File: src/rtl/run_phase_seq_pkg.sv
package run_phase_seq_pkg;
    typedef enum logic [2:0] {
        PH_IDLE  = 3'd0,
        PH_CFG   = 3'd1,
        PH_ICLR  = 3'd2,
        PH_FILL  = 3'd3,
        PH_DRAIN = 3'd4,
        PH_DONE  = 3'd5
    } phase_e;
endpackage

File: src/rtl/seq_ceil_shift.sv
// Rounded-up division by a power of two.
module seq_ceil_shift #(
    parameter int IN_W = 20,
    parameter int SH   = 12,
    localparam int OW  = IN_W - SH + 1
) (
    input  logic [IN_W-1:0] val_i,
    output logic [OW-1:0]   quo_o
);
    always_comb begin
        quo_o = OW'(val_i[IN_W-1:SH]) + OW'(|val_i[SH-1:0]);
    end
endmodule

File: src/rtl/seq_chunk_geom.sv
// Offset, length and last flag of the chunk selected by an index.
module seq_chunk_geom #(
    parameter int LEN_W    = 32,
    parameter int CHUNK_LG = 16,
    localparam int CW      = LEN_W - CHUNK_LG + 1,
    localparam int LW      = CHUNK_LG + 1
) (
    input  logic [CW-1:0]    idx_i,
    input  logic [CW-1:0]    count_i,
    input  logic [LEN_W-1:0] total_i,
    output logic [LEN_W-1:0] base_o,
    output logic [LW-1:0]    len_o,
    output logic             last_o
);
    localparam logic [LW-1:0] FULL = LW'(1) << CHUNK_LG;

    always_comb begin
        base_o = LEN_W'(idx_i) << CHUNK_LG;
        last_o = (idx_i == (count_i - CW'(1)));
        len_o  = last_o ? LW'(total_i - base_o) : FULL;
    end
endmodule

File: src/rtl/run_phase_seq.sv
module run_phase_seq
    import run_phase_seq_pkg::*;
#(
    parameter int STATE_W  = 20,
    parameter int ELEM_LG  = 12,
    parameter int LEN_W    = 32,
    parameter int CHUNK_LG = 16,
    localparam int PW      = STATE_W - ELEM_LG + 1,
    localparam int CW      = LEN_W - CHUNK_LG + 1,
    localparam int LW      = CHUNK_LG + 1
) (
    input  logic               clk,
    input  logic               rst_n,
    input  logic               start_i,
    input  logic [STATE_W-1:0] num_states_i,
    input  logic [LEN_W-1:0]   total_len_i,
    input  logic               cfg_done_i,
    input  logic               iclr_done_i,
    input  logic               fill_done_i,
    input  logic               drain_done_i,
    output logic               cfg_go_o,
    output logic               ibuf_clr_o,
    output logic               ibuf_fill_o,
    output logic               obuf_drain_o,
    output logic [PW-1:0]      part_idx_o,
    output logic [LEN_W-1:0]   chunk_base_o,
    output logic [LW-1:0]      chunk_len_o,
    output logic               busy_o,
    output logic               done_o
);
    typedef struct packed {
        phase_e           ph;
        logic [PW-1:0]    parts;
        logic [PW-1:0]    part;
        logic [CW-1:0]    chunks;
        logic [CW-1:0]    chunk;
        logic [LEN_W-1:0] total;
    } seq_st_t;

    seq_st_t st_d, st_q;

    logic [PW-1:0]    parts_w;
    logic [CW-1:0]    chunks_w;
    logic [LEN_W-1:0] base_w;
    logic [LW-1:0]    len_w;
    logic             last_chunk_w;
    logic             last_part_w;

    seq_ceil_shift #(.IN_W(STATE_W), .SH(ELEM_LG)) u_parts (
        .val_i (num_states_i),
        .quo_o (parts_w)
    );

    seq_ceil_shift #(.IN_W(LEN_W), .SH(CHUNK_LG)) u_chunks (
        .val_i (total_len_i),
        .quo_o (chunks_w)
    );

    seq_chunk_geom #(.LEN_W(LEN_W), .CHUNK_LG(CHUNK_LG)) u_geom (
        .idx_i   (st_q.chunk),
        .count_i (st_q.chunks),
        .total_i (st_q.total),
        .base_o  (base_w),
        .len_o   (len_w),
        .last_o  (last_chunk_w)
    );

    assign last_part_w = (st_q.part == (st_q.parts - PW'(1)));

    always_comb begin
        st_d = st_q;
        unique case (st_q.ph)
            PH_IDLE: begin
                if (start_i) begin
                    st_d.parts  = parts_w;
                    st_d.chunks = chunks_w;
                    st_d.total  = total_len_i;
                    st_d.part   = '0;
                    st_d.chunk  = '0;
                    st_d.ph     = (parts_w == '0 || chunks_w == '0) ? PH_DONE : PH_CFG;
                end
            end
            PH_CFG:  if (cfg_done_i)  st_d.ph = PH_ICLR;
            PH_ICLR: if (iclr_done_i) st_d.ph = PH_FILL;
            PH_FILL: if (fill_done_i) st_d.ph = PH_DRAIN;
            PH_DRAIN: begin
                if (drain_done_i) begin
                    if (last_part_w) begin
                        st_d.part = '0;
                        if (last_chunk_w) begin
                            st_d.chunk = '0;
                            st_d.ph    = PH_DONE;
                        end else begin
                            st_d.chunk = st_q.chunk + CW'(1);
                            st_d.ph    = PH_CFG;
                        end
                    end else begin
                        st_d.part = st_q.part + PW'(1);
                        st_d.ph   = PH_CFG;
                    end
                end
            end
            PH_DONE: st_d.ph = PH_IDLE;
            default: st_d.ph = PH_IDLE;
        endcase
    end

    always_ff @(posedge clk or negedge rst_n) begin
        if (!rst_n) begin
            st_q <= '{ph: PH_IDLE, default: '0};
        end else begin
            st_q <= st_d;
        end
    end

    always_comb begin
        cfg_go_o     = (st_q.ph == PH_CFG);
        ibuf_clr_o   = (st_q.ph == PH_ICLR);
        ibuf_fill_o  = (st_q.ph == PH_FILL);
        obuf_drain_o = (st_q.ph == PH_DRAIN);
        done_o       = (st_q.ph == PH_DONE);
        busy_o       = cfg_go_o | ibuf_clr_o | ibuf_fill_o | obuf_drain_o;
        part_idx_o   = busy_o ? st_q.part : '0;
        chunk_base_o = busy_o ? base_w : '0;
        chunk_len_o  = busy_o ? len_w : '0;
    end

    // only one step (or the completion strobe) at a time
    a_r9_one_phase: assert property (@(posedge clk) disable iff (!rst_n)
        $onehot0({cfg_go_o, ibuf_clr_o, ibuf_fill_o, obuf_drain_o, done_o}));

    // completion strobe lasts one cycle
    a_r7_done_pulse: assert property (@(posedge clk) disable iff (!rst_n)
        done_o |=> !done_o);

    // ordering of the steps
    a_r3_cfg_then_clr: assert property (@(posedge clk) disable iff (!rst_n)
        $fell(cfg_go_o) |-> ibuf_clr_o);
    a_r3_clr_then_fill: assert property (@(posedge clk) disable iff (!rst_n)
        $fell(ibuf_clr_o) |-> ibuf_fill_o);
    a_r3_fill_then_drain: assert property (@(posedge clk) disable iff (!rst_n)
        $fell(ibuf_fill_o) |-> obuf_drain_o);
    a_r3_fill_waits: assert property (@(posedge clk) disable iff (!rst_n)
        (ibuf_fill_o && !fill_done_i) |=> ibuf_fill_o);

    // chunk length range while running
    a_r6_len_range: assert property (@(posedge clk) disable iff (!rst_n)
        busy_o |-> (chunk_len_o != '0 && chunk_len_o <= (LW'(1) << CHUNK_LG)));

    // group index stays inside the latched group count
    a_r4_part_range: assert property (@(posedge clk) disable iff (!rst_n)
        busy_o |-> (part_idx_o < st_q.parts));
endmodule

File: config.mk
export PLATFORM = sky130hd
export DESIGN_NAME = run_phase_seq
export DESIGN_NICKNAME = d
export VERILOG_FILES = /design/src/rtl/run_phase_seq_pkg.sv /design/src/rtl/seq_ceil_shift.sv /design/src/rtl/seq_chunk_geom.sv /design/src/rtl/run_phase_seq.sv
export SDC_FILE = /design/constraint.sdc
export NUM_CORES = 1
export LEC_CHECK = 0
export ABC_AREA = 1
export BUFFER_PORTS_ARGS = -buffer_cell sky130_fd_sc_hd__buf_2
export CORE_MARGIN = 8
export CORE_UTILIZATION = 53
export CTS_CLUSTER_DIAMETER = 30
export DETAILED_ROUTE_END_ITERATION = 12
export GPL_ROUTABILITY_DRIVEN = 0
export GPL_TIMING_DRIVEN = 0
export PLACE_DENSITY = 0.82
export SYNTH_ARGS = -nofsm -noshare
export SYNTH_HDL_FRONTEND = slang
export SYNTH_SLANG_ARGS = --single-unit
File: constraint.sdc
create_clock -name clk -period 2.3 [get_ports clk]
set_clock_uncertainty 0.05 [all_clocks]
set_input_delay 0.23 -clock clk [delete_from_list [all_inputs] [get_ports clk]]
set_output_delay 0.23 -clock clk [all_outputs]
set_load 0.03 [all_outputs]
==> impl_metrics.prom <==
# TYPE chip_impl_metric gauge
chip_impl_info{name="run_status",value="complete, but fails checks"} 1
chip_impl_info{name="violations_in_the_final_reports",value="negative setup slack"} 1
chip_impl_metric{name="start_util",unit=""} 0.548
chip_impl_metric{name="routed-via-count",unit=""} 5603
chip_impl_metric{name="static-leakage-power",unit="uW"} 0.00357
chip_impl_metric{name="grt_antenna_before_repair",unit=""} 0
chip_impl_info{name="cp-start-kind",value="register"} 1
chip_impl_metric{name="number_of_placement_rows",unit=""} 36
chip_impl_metric{name="critPathRequiredTime",unit="ns"} 2.02
chip_impl_metric{name="synth.yosys.warnings",unit=""} 0
chip_impl_metric{name="worstPathMaxFanout",unit=""} 8
chip_impl_metric{name="ios",unit=""} 123
chip_impl_metric{name="layout_worst_path_cycle_share",unit=""} 1.15
chip_impl_metric{name="max_cap_violations",unit=""} 0
chip_impl_metric{name="core_area",unit="um^2"} 9820
chip_impl_metric{name="final-setup-viol-count",unit=""} 17
chip_impl_metric{name="worst_path_buf_inv",unit=""} 4
chip_impl_metric{name="fin_ws",unit="ns"} -0.345
chip_impl_metric{name="fin_hold_ws",unit="ns"} 0.0432
chip_impl_info{name="tritoncts_clock_tree",value="built"} 1
chip_impl_info{name="top_layer_reached_by_signal_wires",value="met4"} 1
chip_impl_metric{name="synth-seq-area-share",unit=""} 0.335
chip_impl_info{name="cts.root.buffer_cell",value="clkbuf_8"} 1
chip_impl_metric{name="synth_area",unit="um^2"} 5380
chip_impl_metric{name="gr-usage-all-layers",unit=""} 0.225
chip_impl_metric{name="layout.filler_cells",unit=""} 791
chip_impl_metric{name="first_pass_iters",unit=""} 5
chip_impl_metric{name="drc",unit=""} 0
chip_impl_info{name="end_kind",value="primary output"} 1
chip_impl_metric{name="grt_first_pass_wirelength",unit="um"} 24500
chip_impl_metric{name="max-clock-path-buffers",unit=""} 2
chip_impl_metric{name="powerDensity",unit="nW/um^2"} 1050
chip_impl_metric{name="slew_viol_final",unit=""} 0
chip_impl_metric{name="largest_register_ff_count",unit=""} 72
chip_impl_metric{name="tightest_slew",unit="ns"} 0.666
chip_impl_metric{name="timing.critical_path.arrival",unit="ns"} 2.37
chip_impl_metric{name="floorplan.die_area",unit="um^2"} 13600
chip_impl_info{name="setup.worst_path.class",value="register to primary output"} 1
chip_impl_metric{name="tns",unit="ns"} -4.97
chip_impl_metric{name="synthesis.area_per_instance",unit="um^2"} 6.68
chip_impl_metric{name="post_synth_inst_count",unit=""} 805
chip_impl_metric{name="clk_pin_slew_worst_paths",unit="ns"} 0.09
chip_impl_info{name="critPathMostFrequentCell",value="nor2_4"} 1
chip_impl_info{name="synth-main-ff-cell",value="dfrtp_1"} 1
chip_impl_metric{name="total_power",unit="uW"} 7630
chip_impl_metric{name="synth_async_sr_flop_share",unit=""} 1.00
chip_impl_metric{name="dr_wl_met3",unit="um"} 1110
chip_impl_metric{name="die_x",unit="um"} 117
chip_impl_metric{name="post_route_cells_drive_above_1_share",unit=""} 0.276
chip_impl_info{name="critPathTopFamily",value="simple AND/OR/NAND/NOR gates"} 1
chip_impl_metric{name="wl_met1",unit="um"} 6720
chip_impl_metric{name="post_synth_num_cell_types",unit=""} 41
chip_impl_metric{name="timing.final.crit_period",unit="ns"} 2.65
chip_impl_metric{name="drt-initial-drc-count",unit=""} 353
chip_impl_metric{name="layout-area-overhead-vs-synth",unit="%"} 35.0
chip_impl_metric{name="hold_viol_final",unit=""} 0
chip_impl_metric{name="grt.overflow.total",unit=""} 0
chip_impl_metric{name="wl_met2",unit="um"} 7870
chip_impl_metric{name="timing.fmax",unit="GHz"} 0.378
chip_impl_info{name="largest_register",value="st_q"} 1
chip_impl_metric{name="clkSinkCount",unit=""} 72
chip_impl_info{name="crit_slowest_cell",value="dfrtp_1"} 1
chip_impl_metric{name="synth_enable_flop_cells",unit=""} 0
chip_impl_metric{name="cts_made_buffers",unit=""} 9
chip_impl_info{name="grt_setup_unrepaired",value="yes"} 1
chip_impl_metric{name="first_global_vias",unit=""} 5255
chip_impl_metric{name="vdd_ir_drop_max",unit="mV"} 0.873
chip_impl_metric{name="vias_per_std_cell",unit=""} 5.10
chip_impl_metric{name="num_antenna_cells",unit=""} 0
chip_impl_info{name="worst_hold_path_type",value="input port to register"} 1
chip_impl_metric{name="final_routed_wire_length_divided_by_cell_count",unit="um"} 14.6
chip_impl_metric{name="fp.dieH",unit="um"} 117
chip_impl_metric{name="hpwlAfterDp",unit="um"} 11200
chip_impl_metric{name="routed_wl",unit="um"} 16000
chip_impl_metric{name="htree_num_levels",unit=""} 3
chip_impl_metric{name="critical-path-max-stage-delay",unit="ns"} 0.41
chip_impl_metric{name="postSynthRegisterBits",unit=""} 72
chip_impl_metric{name="final_nets",unit=""} 1028
chip_impl_metric{name="grt_max_degree",unit=""} 72
chip_impl_metric{name="insertion_delay",unit="ns"} 0.35
chip_impl_metric{name="maxSlewHeadroom",unit=""} 0.556
chip_impl_metric{name="io_buffers",unit=""} 106
chip_impl_info{name="timing.critical_path.cells",value="buf_6, nor2_4, nand2_2, nor2_4, nand2_1, xor2_1, nor2_2, nand2_1, nor2_4, nand2_4, buf_8, o21ai_2, inv_1, buf_6"} 1
chip_impl_info{name="layout_top_registers",value="st_q (72)"} 1
chip_impl_metric{name="final_antenna_net_count",unit=""} 0
## synthesized netlist by cell type (all sizes together), types with 5 or more instances
cell type | count | share of area
inv | 97 | 0.068
nor2 | 122 | 0.093
xor2 | 42 | 0.068
nand2 | 247 | 0.18
nand3 | 57 | 0.054
ha | 8 | 0.019
xnor2 | 13 | 0.021
nand4 | 7 | 0.0081
a21oi | 7 | 0.0065
clkbuf | 11 | 0.0079
nor4 | 9 | 0.010
buf | 30 | 0.041
nor3 | 10 | 0.011
nand3b | 5 | 0.0070
o21ai | 53 | 0.051
dfrtp | 72 | 0.33
## final timing paths
path,from,slack (ns),depth (start not counted),endpoint
setup / recovery,st_q[50],-0.35,14,chunk_len_o[16]
hold / removal,total_len_i[4],0.04,3,st_q[4]
setup reg to reg,st_q[75],0.11,12,st_q[41]
hold reg to reg,st_q[1],0.44,2,st_q[1]
max in group asynchronous,rst_n,1.49,3,st_q[32]
min in group asynchronous,rst_n,0.17,2,st_q[84]
## cell type report
class	count	area (um^2)	area share
timing repair buffer	130	1000	0.138
buffer	41	309	0.0425
clock buffer	9	124	0.0170
clock inverter	7	120	0.0165
tap	133	166	0.0229
sequential	72	1810	0.249
multi-input combinational	610	3370	0.463
inverter	97	372	0.0511
## cell families after synthesis
kind of cell	after synthesis	share of synthesized area
mux	1	0.00186
buf+inv	138	0.117
xor+xnor	55	0.0895
fa+ha+maj	8	0.0186
flops	72	0.335
simple gates	458	0.362
other cells	1	0.000697
compound gates	72	0.0760
## metrics by stage
step,utilization,setup WS (ns),std cells,area [um^2]
floorplan,-,-0.0646,820,5460
global placement,0.627,-0.293,1059,6150
detailed placement,0.630,-0.290,1060,6180
CTS,0.679,-0.272,1089,6670
global route,0.740,-0.577,1099,7270
finish,0.740,-0.345,1099,7270
## report_power, final
group	internal, uW	leakage, uW	switching, uW
clock network	723	0.000119	535
logic	1650	0.00252	2660
registers	1650	0.000931	403
total	4030	0.00357	3600
## what timing repair did
item / CTS / global route
endpoints found under the setup margin: 46 / 58
pin swaps: 9 / 16
cloned: 0 / 5
hold buffers: 1 / 0
gates resized for setup: 51 / 149
hold endpoints to repair: 72 / 0
setup buffers: 12 / 6
## cell usage in the layout (no fill, tap or decap), types with 8 or more instances in the layout
cell type	count
buf_6	33
nand2_1	239
nor2_1	73
xnor2_1	13
nor2_2	15
nand3_1	53
nor2_4	34
dfrtp_1	68
clkbuf_8	9
inv_2	9
clkbuf_1	8
buf_4	42
buf_2	75
xor2_1	42
o21ai_0	35
conb_1	16
inv_1	87
nor3_1	8
o21ai_1	15
## metal layers
metal,up-vias,global-route usage
met5,-,0
met4,0,0.0666
met3,30,0.0476
met2,197,0.379
met1,2583,0.282
li1,2793,-
## worst register-to-register path, cell delays in order, from the launching register on
cell and delay [ns]:
dfrtp_1 0.39, inv_2 0.09, ha_2 0.28, xor2_1 0.13
o21ai_0 0.10, nor2_1 0.11, nand3_1 0.10, nor2_2 0.13
nand2_2 0.10, nor2_4 0.14, o21bai_4 0.14, buf_4 0.19
o21ai_0 0.17
(Power assumes the default switching activity.)
